$ cat config.mk
export PLATFORM = sky130hd
export DESIGN_NAME = occ_flag_fifo
export DESIGN_NICKNAME = d
export VERILOG_FILES = /design/src/rtl/occ_fifo_pkg.sv /design/src/rtl/occ_fifo_ctrl.sv /design/src/rtl/occ_fifo_mem.sv /design/src/rtl/occ_fifo_flags.sv /design/src/rtl/occ_flag_fifo.sv
export SDC_FILE = /design/constraint.sdc
export NUM_CORES = 1
export LEC_CHECK = 0
export BUFFER_PORTS_ARGS = -buffer_cell sky130_fd_sc_hd__buf_2
export CAP_MARGIN = 30
export CORE_UTILIZATION = 63
export CTS_BUF_LIST = sky130_fd_sc_hd__clkbuf_8
export DETAILED_ROUTE_END_ITERATION = 6
export GPL_ROUTABILITY_DRIVEN = 0
export PLACE_DENSITY = 0.82
export SLEW_MARGIN = 10
export SYNTH_ARGS = -nofsm -noshare
export SYNTH_HDL_FRONTEND = slang
export SYNTH_SLANG_ARGS = --single-unit
$ cat constraint.sdc
create_clock -name clk_i -period 2.7 [get_ports clk_i]
set_input_delay 0.405 -clock clk_i [delete_from_list [all_inputs] [get_ports clk_i]]
set_output_delay 0.405 -clock clk_i [all_outputs]
set_load 0.005 [all_outputs]
$ cat src/rtl/occ_fifo_pkg.sv
package occ_fifo_pkg;
  typedef struct packed {
    logic full;
    logic nonempty;
    logic single;
    logic boost;
  } occ_flags_t;
endpackage

$ cat src/rtl/occ_fifo_ctrl.sv
module occ_fifo_ctrl #(
  parameter int DEPTH = 16,
  localparam int PTR_W = $clog2(DEPTH),
  localparam int CNT_W = $clog2(DEPTH + 1)
) (
  input  logic             clk_i,
  input  logic             rst_ni,
  input  logic             wr_en_i,
  input  logic             rd_en_i,
  output logic             wr_ok_o,
  output logic             ovf_evt_o,
  output logic [PTR_W-1:0] wr_ptr_o,
  output logic [PTR_W-1:0] rd_ptr_o,
  output logic [CNT_W-1:0] count_o
);
  logic is_full, is_empty, rd_ok;

  assign is_full   = (count_o == CNT_W'(DEPTH));
  assign is_empty  = (count_o == '0);
  assign rd_ok     = rd_en_i & ~is_empty;
  // a pop in the same cycle frees the slot the push needs
  assign wr_ok_o   = wr_en_i & (~is_full | rd_ok);
  assign ovf_evt_o = wr_en_i & is_full & ~rd_en_i;

  function automatic logic [PTR_W-1:0] next_ptr(input logic [PTR_W-1:0] p);
    return (p == PTR_W'(DEPTH - 1)) ? '0 : p + 1'b1;
  endfunction

  always_ff @(posedge clk_i or negedge rst_ni) begin
    if (!rst_ni) begin
      wr_ptr_o <= '0;
      rd_ptr_o <= '0;
      count_o  <= '0;
    end else begin
      if (wr_ok_o) wr_ptr_o <= next_ptr(wr_ptr_o);
      if (rd_ok)   rd_ptr_o <= next_ptr(rd_ptr_o);
      case ({wr_ok_o, rd_ok})
        2'b10:   count_o <= count_o + 1'b1;
        2'b01:   count_o <= count_o - 1'b1;
        default: count_o <= count_o;
      endcase
    end
  end
endmodule

$ cat src/rtl/occ_fifo_mem.sv
module occ_fifo_mem #(
  parameter int ADDR_W = 8,
  parameter int DEPTH  = 16,
  localparam int PTR_W = $clog2(DEPTH)
) (
  input  logic              clk_i,
  input  logic              we_i,
  input  logic [PTR_W-1:0]  wptr_i,
  input  logic [ADDR_W-1:0] wdata_i,
  input  logic [PTR_W-1:0]  rptr_i,
  output logic [ADDR_W-1:0] rdata_o
);
  logic [ADDR_W-1:0] slots [DEPTH];

  always_ff @(posedge clk_i) begin
    if (we_i) slots[wptr_i] <= wdata_i;
  end

  assign rdata_o = slots[rptr_i];
endmodule

$ cat src/rtl/occ_fifo_flags.sv
module occ_fifo_flags
  import occ_fifo_pkg::*;
#(
  parameter int DEPTH = 16,
  localparam int CNT_W = $clog2(DEPTH + 1),
  localparam int THR_W = $clog2(DEPTH)
) (
  input  logic             clk_i,
  input  logic             rst_ni,
  input  logic [CNT_W-1:0] count_i,
  input  logic [THR_W-1:0] thr_i,
  input  logic             ovf_evt_i,
  input  logic             ovf_clr_i,
  output occ_flags_t       flags_o,
  output logic             err_o
);
  always_comb begin
    flags_o.full     = (count_i == CNT_W'(DEPTH));
    flags_o.nonempty = (count_i != '0);
    flags_o.single   = (count_i == CNT_W'(1));
    flags_o.boost    = (count_i >= CNT_W'(thr_i));
  end

  // new overflow wins over clear
  always_ff @(posedge clk_i or negedge rst_ni) begin
    if (!rst_ni)        err_o <= 1'b0;
    else if (ovf_evt_i) err_o <= 1'b1;
    else if (ovf_clr_i) err_o <= 1'b0;
  end
endmodule

$ cat src/rtl/occ_flag_fifo.sv
module occ_flag_fifo
  import occ_fifo_pkg::*;
#(
  parameter int ADDR_W = 8,
  parameter int DEPTH  = 16,
  localparam int PTR_W = $clog2(DEPTH),
  localparam int CNT_W = $clog2(DEPTH + 1),
  localparam int THR_W = $clog2(DEPTH)
) (
  input  logic              clk_i,
  input  logic              rst_ni,
  input  logic              wr_en_i,
  input  logic [ADDR_W-1:0] wr_addr_i,
  input  logic              rd_en_i,
  output logic [ADDR_W-1:0] rd_addr_o,
  input  logic [THR_W-1:0]  mid_thr_i,
  input  logic              ovf_clr_i,
  output logic              nonempty_o,
  output logic              single_o,
  output logic              full_o,
  output logic              boost_o,
  output logic              ovf_err_o
);
  logic             wr_ok, ovf_evt;
  logic [PTR_W-1:0] wr_ptr, rd_ptr;
  logic [CNT_W-1:0] count;
  occ_flags_t       flags;

  occ_fifo_ctrl #(.DEPTH(DEPTH)) u_ctrl (
    .clk_i, .rst_ni, .wr_en_i, .rd_en_i,
    .wr_ok_o(wr_ok), .ovf_evt_o(ovf_evt),
    .wr_ptr_o(wr_ptr), .rd_ptr_o(rd_ptr), .count_o(count)
  );

  occ_fifo_mem #(.ADDR_W(ADDR_W), .DEPTH(DEPTH)) u_mem (
    .clk_i, .we_i(wr_ok), .wptr_i(wr_ptr), .wdata_i(wr_addr_i),
    .rptr_i(rd_ptr), .rdata_o(rd_addr_o)
  );

  occ_fifo_flags #(.DEPTH(DEPTH)) u_flags (
    .clk_i, .rst_ni, .count_i(count), .thr_i(mid_thr_i),
    .ovf_evt_i(ovf_evt), .ovf_clr_i, .flags_o(flags), .err_o(ovf_err_o)
  );

  assign nonempty_o = flags.nonempty;
  assign single_o   = flags.single;
  assign full_o     = flags.full;
  assign boost_o    = flags.boost;
endmodule

==> results by group <==
Timing
  – Maximum clock rate: 0.387 GHz
  – Least-Margin Pin Slew: 0.545 ns
  – Setup Skew: 0.0120 ns
  – Ratio of final minimum period to clock period: 0.957
  – RSZ-0062 raised after global routing: no
  – Normalized max-slew margin: 0.636
  – Post-layout minimum cycle time: 2.58 ns
  – Number of endpoints failing setup at the final stage: 0
  – Number of hold violations in the final report: 0
  – Worst setup margin: 0.117 ns
  – Max Transition Viols Final: 0
  – Setup TNS: 0 ns
  – Worst-case hold slack: 0.173 ns

Detailed routing
  – Post-DRT Antenna Nets: 0
  – Via-per-instance ratio: 6.34
  – Post-route DRC violation count: 0
  – Vias after detailed routing: 3293
  – First-pass DRT Iterations: 5
  – DRT iter0 DRCs: 249
  – Routed wire length: 11.7 mm
  – Wire length per cell: 22.6 um

Layout
  – Final layout net count: 429
  – Fraction of final layout cells sized beyond drive strength 1: 0.258
  – Area taken by flip-flops and latches: 0.00420 mm2
  – Fillcell total: 489
  – Antenna diodes: 0
  – Area grow syn2layout: 13.4%
  – Multi-input combinational cell area: 0.00158 mm2
  – Final cell count without fillers: 519

CTS
  – Clock transition at path regs: 0.07 ns
  – Total number of clock tree sinks: 142
  – CTS Buf Count: 17
  – Root Driver: sky130_fd_sc_hd__clkbuf_8
  – Number of levels in the clock H-tree: 4
  – Clock latency on the worst-skew pair: 0.43 ns
  – Buffer count from post-CTS setup fixing: 0
  – Longest Clk Path Bufs: 2
  – Clock tree from TritonCTS: built

Synthesis
  – Mean post-synth cell area: 17.2 um2
  – Unique masters post-synth: 38
  – Proportion of synthesized flip-flops having asynchronous set or reset: 0.0986
  – Area share of the leading cell type in the synthesized netlist: 0.650
  – Top post-synthesis cells by count: sky130_fd_sc_hd__edfxtp_1, sky130_fd_sc_hd__mux2i_1, sky130_fd_sc_hd__nand2_1
  – Cells taking the most area after synthesis: sky130_fd_sc_hd__edfxtp_1, sky130_fd_sc_hd__mux4_2, sky130_fd_sc_hd__dfrtp_1
  – Count of flip-flops with a built-in enable after synthesis: 128
  – Instance count of the mapped netlist: 344
  – Nets in the synthesized netlist: 375
  – Most used flip-flop cell after synthesis: sky130_fd_sc_hd__edfxtp_1
  – Post-Syn Area: 0.00592 mm2
  – Syn. warnings: 0
  – Fraction of the yosys area taken by sequential cells: 0.709
  – Most frequent cell after synthesis: sky130_fd_sc_hd__edfxtp_1
  – Post-synth top area cell: sky130_fd_sc_hd__edfxtp_1
  – Synth Register Bits: 142

Placed design
  – Pre-CTS worst setup slack: 0.217 ns
  – Cell Count Post-Placement: 486
  – Count of buffers inserted at the top-level ports: 29
  – Post-detailed-placement half-perimeter wirelength: 7.35 mm

Die
  – Number of I/O pins: 30
  – CORE AREA: 0.00889 mm2
  – Area of the die: 0.00978 mm2
  – Die span in y: 98.9 um
  – Die width: 98.9 um
  – Starting Density: 0.665
  – Number of standard-cell rows in the floorplan: 34

Setup path
  – Family of cells with the greatest summed delay on the critical path: compound AO/OA/AOI/OAI gates
  – Sequence of cells on the critical path: and2_2 -> buf_4 -> a221oi_1 -> o21ai_0 -> nand2_1 -> buf_2
  – Timing startpoint of the critical path: u_ctrl.rd_ptr_o[2]
  – Launch point of the worst reg-to-reg path: u_ctrl.count_o[0]
  – Category of the worst setup path launch point: flip-flop
  – CP max-delay cell: sky130_fd_sc_hd__dfrtp_1
  – Max Fanout on Critical Path: 11
  – Buffering stage count on the worst path with inverters included: 2
  – CP endpoint kind: output port
  – Endpoint arrival time on the critical path: 2.18 ns
  – Classification of the worst setup path: reg2out
  – Worst stage delay on the critical path: 0.46 ns
  – Data required time at the worst endpoint: 2.30 ns

Power and ir drop
  – Power density normalized to cell area: 1010 mW/mm2
  – Highest ir drop seen on vdd: 0.000658 V
  – Leakage power summed over all cells: 2.45 nW

Job
  – Number of violations of the max-capacitance limit: 0

Outcome
  – Run status: finished, final reports clean

GRT
  – Grt ovf: 0
  – Overall global routing resource usage: 0.264
  – Largest net degree at the start of global routing: 28
  – Via count of the first global-routing pass: 3332
  – First-pass GRT wire length: 18.3 mm
  – Number of antenna violations at the first check in global routing: 0

Min path
  – Worst min-delay path startpoint: ovf_clr_i
  – Path type of the worst min-delay path: in2reg
==> metrics by stage <==
stage	area, um2	util	power [W]
detailed placement	6280	0.706	0.00508
global route	6710	0.755	0.00710
finish	6710	0.755	0.00678
floorplan	5920	-	0.00438
CTS	6700	0.753	0.00680
global placement	6280	0.706	0.00499
==> logic make-up (layout without fill, tap and decap cells) <==
kind of cell | after synthesis | in the layout | share of synthesized area
simple gates | 51 | 51 | 0.0440
fa+ha+maj | 14 | 14 | 0.0296
mux | 50 | 50 | 0.119
compound gates | 50 | 50 | 0.0609
flops | 142 | 142 | 0.709
xor+xnor | 7 | 7 | 0.0104
buf+inv | 30 | 97 | 0.0271
==> flip-flops by register name, summed over array words and instances (netlist names) <==
register,flops
u_ctrl.count_o,5
u_ctrl.wr_ptr_o,4
u_ctrl.rd_ptr_o,4
u_flags.err_o,1
u_mem.slots,128
==> area by class of cell <==
| cell class | count | area share |
|---|---|---|
| sequential | 142 | 0.626 |
| clock inverter | 15 | 0.0256 |
| timing repair buffer | 52 | 0.0515 |
| clock buffer | 17 | 0.0349 |
| inverter | 13 | 0.00765 |
| multi-input combinational | 172 | 0.235 |
| tap | 108 | 0.0201 |
==> report_power, final <==
part,internal (W),switching (W),leakage [nW]
clock network,0.000909,0.000780,0.199
logic,0.000998,0.00122,0.924
registers,0.00266,0.000216,1.32
total,0.00457,0.00222,2.45
==> worst register-to-register path, delay by kind of cell (launching register included) <==
kind                     cells  cell delay (ns)
AND/OR/NAND/NOR              2             0.61
AO/OA/AOI/OAI                2             0.49
flip-flops                   1             0.45
adder cells (fa/ha/maj)      2             0.44
buffers and inverters        2             0.26
XOR/XNOR                     1             0.15
==> timing repair <==
item | CTS | global route
hold buffers | 1 | 0
resized for setup | 1 | 4
endpoints found under the hold margin | 14 | 0
setup endpoints to repair | 4 | 8
pin swaps | 0 | 0
==> layer usage <==
| layer | global-route usage | vias up | routed length [um] |
|---|---|---|---|
| met3 | 0.0610 | 26 | 667 |
| met5 | 0 | - | 0 |
| met2 | 0.430 | 131 | 5930 |
| met4 | 0.122 | 0 | 343 |
| met1 | 0.344 | 1667 | 4790 |
| li1 | - | 1469 | - |
==> layout by cell type, fill, tap and decap left out, types with 2 or more instances in the layout <==
cell type                    count
sky130_fd_sc_hd__clkinv_4        2
sky130_fd_sc_hd__xor2_1          3
sky130_fd_sc_hd__nor2_1         14
sky130_fd_sc_hd__nand2b_1        3
sky130_fd_sc_hd__a21oi_1         2
sky130_fd_sc_hd__buf_2          29
sky130_fd_sc_hd__dfrtp_1        12
sky130_fd_sc_hd__o21ai_0        14
sky130_fd_sc_hd__buf_4          20
sky130_fd_sc_hd__clkinvlp_4      4
sky130_fd_sc_hd__nand4b_1        2
sky130_fd_sc_hd__bufinv_16       3
sky130_fd_sc_hd__dfrtp_2         2
sky130_fd_sc_hd__buf_12          2
sky130_fd_sc_hd__clkbuf_8       17
sky130_fd_sc_hd__inv_6           2
sky130_fd_sc_hd__a21o_1          4
sky130_fd_sc_hd__mux2i_1        33
sky130_fd_sc_hd__nand2_1        17
sky130_fd_sc_hd__inv_1          14
sky130_fd_sc_hd__ha_1           13
sky130_fd_sc_hd__a221oi_1       15
sky130_fd_sc_hd__mux4_2         16
sky130_fd_sc_hd__a22oi_1         9
sky130_fd_sc_hd__nand3_1         4
sky130_fd_sc_hd__edfxtp_1      128
sky130_fd_sc_hd__xnor2_1         4
sky130_fd_sc_hd__nor3_1          4
==> path summary, 6_finish.rpt <==
path,to,slack (ns),cells after the start
hold / removal,u_flags.err_o,0.17,2
min in group asynchronous,u_ctrl.count_o[0],0.41,2
hold reg to reg,u_ctrl.count_o[0],0.55,1
setup / recovery,rd_addr_o[2],0.12,6
max in group asynchronous,u_ctrl.rd_ptr_o[0],2.02,2
setup reg to reg,u_ctrl.count_o[3],0.24,9
No activity file was read; power rests on OpenSTA's default activity.
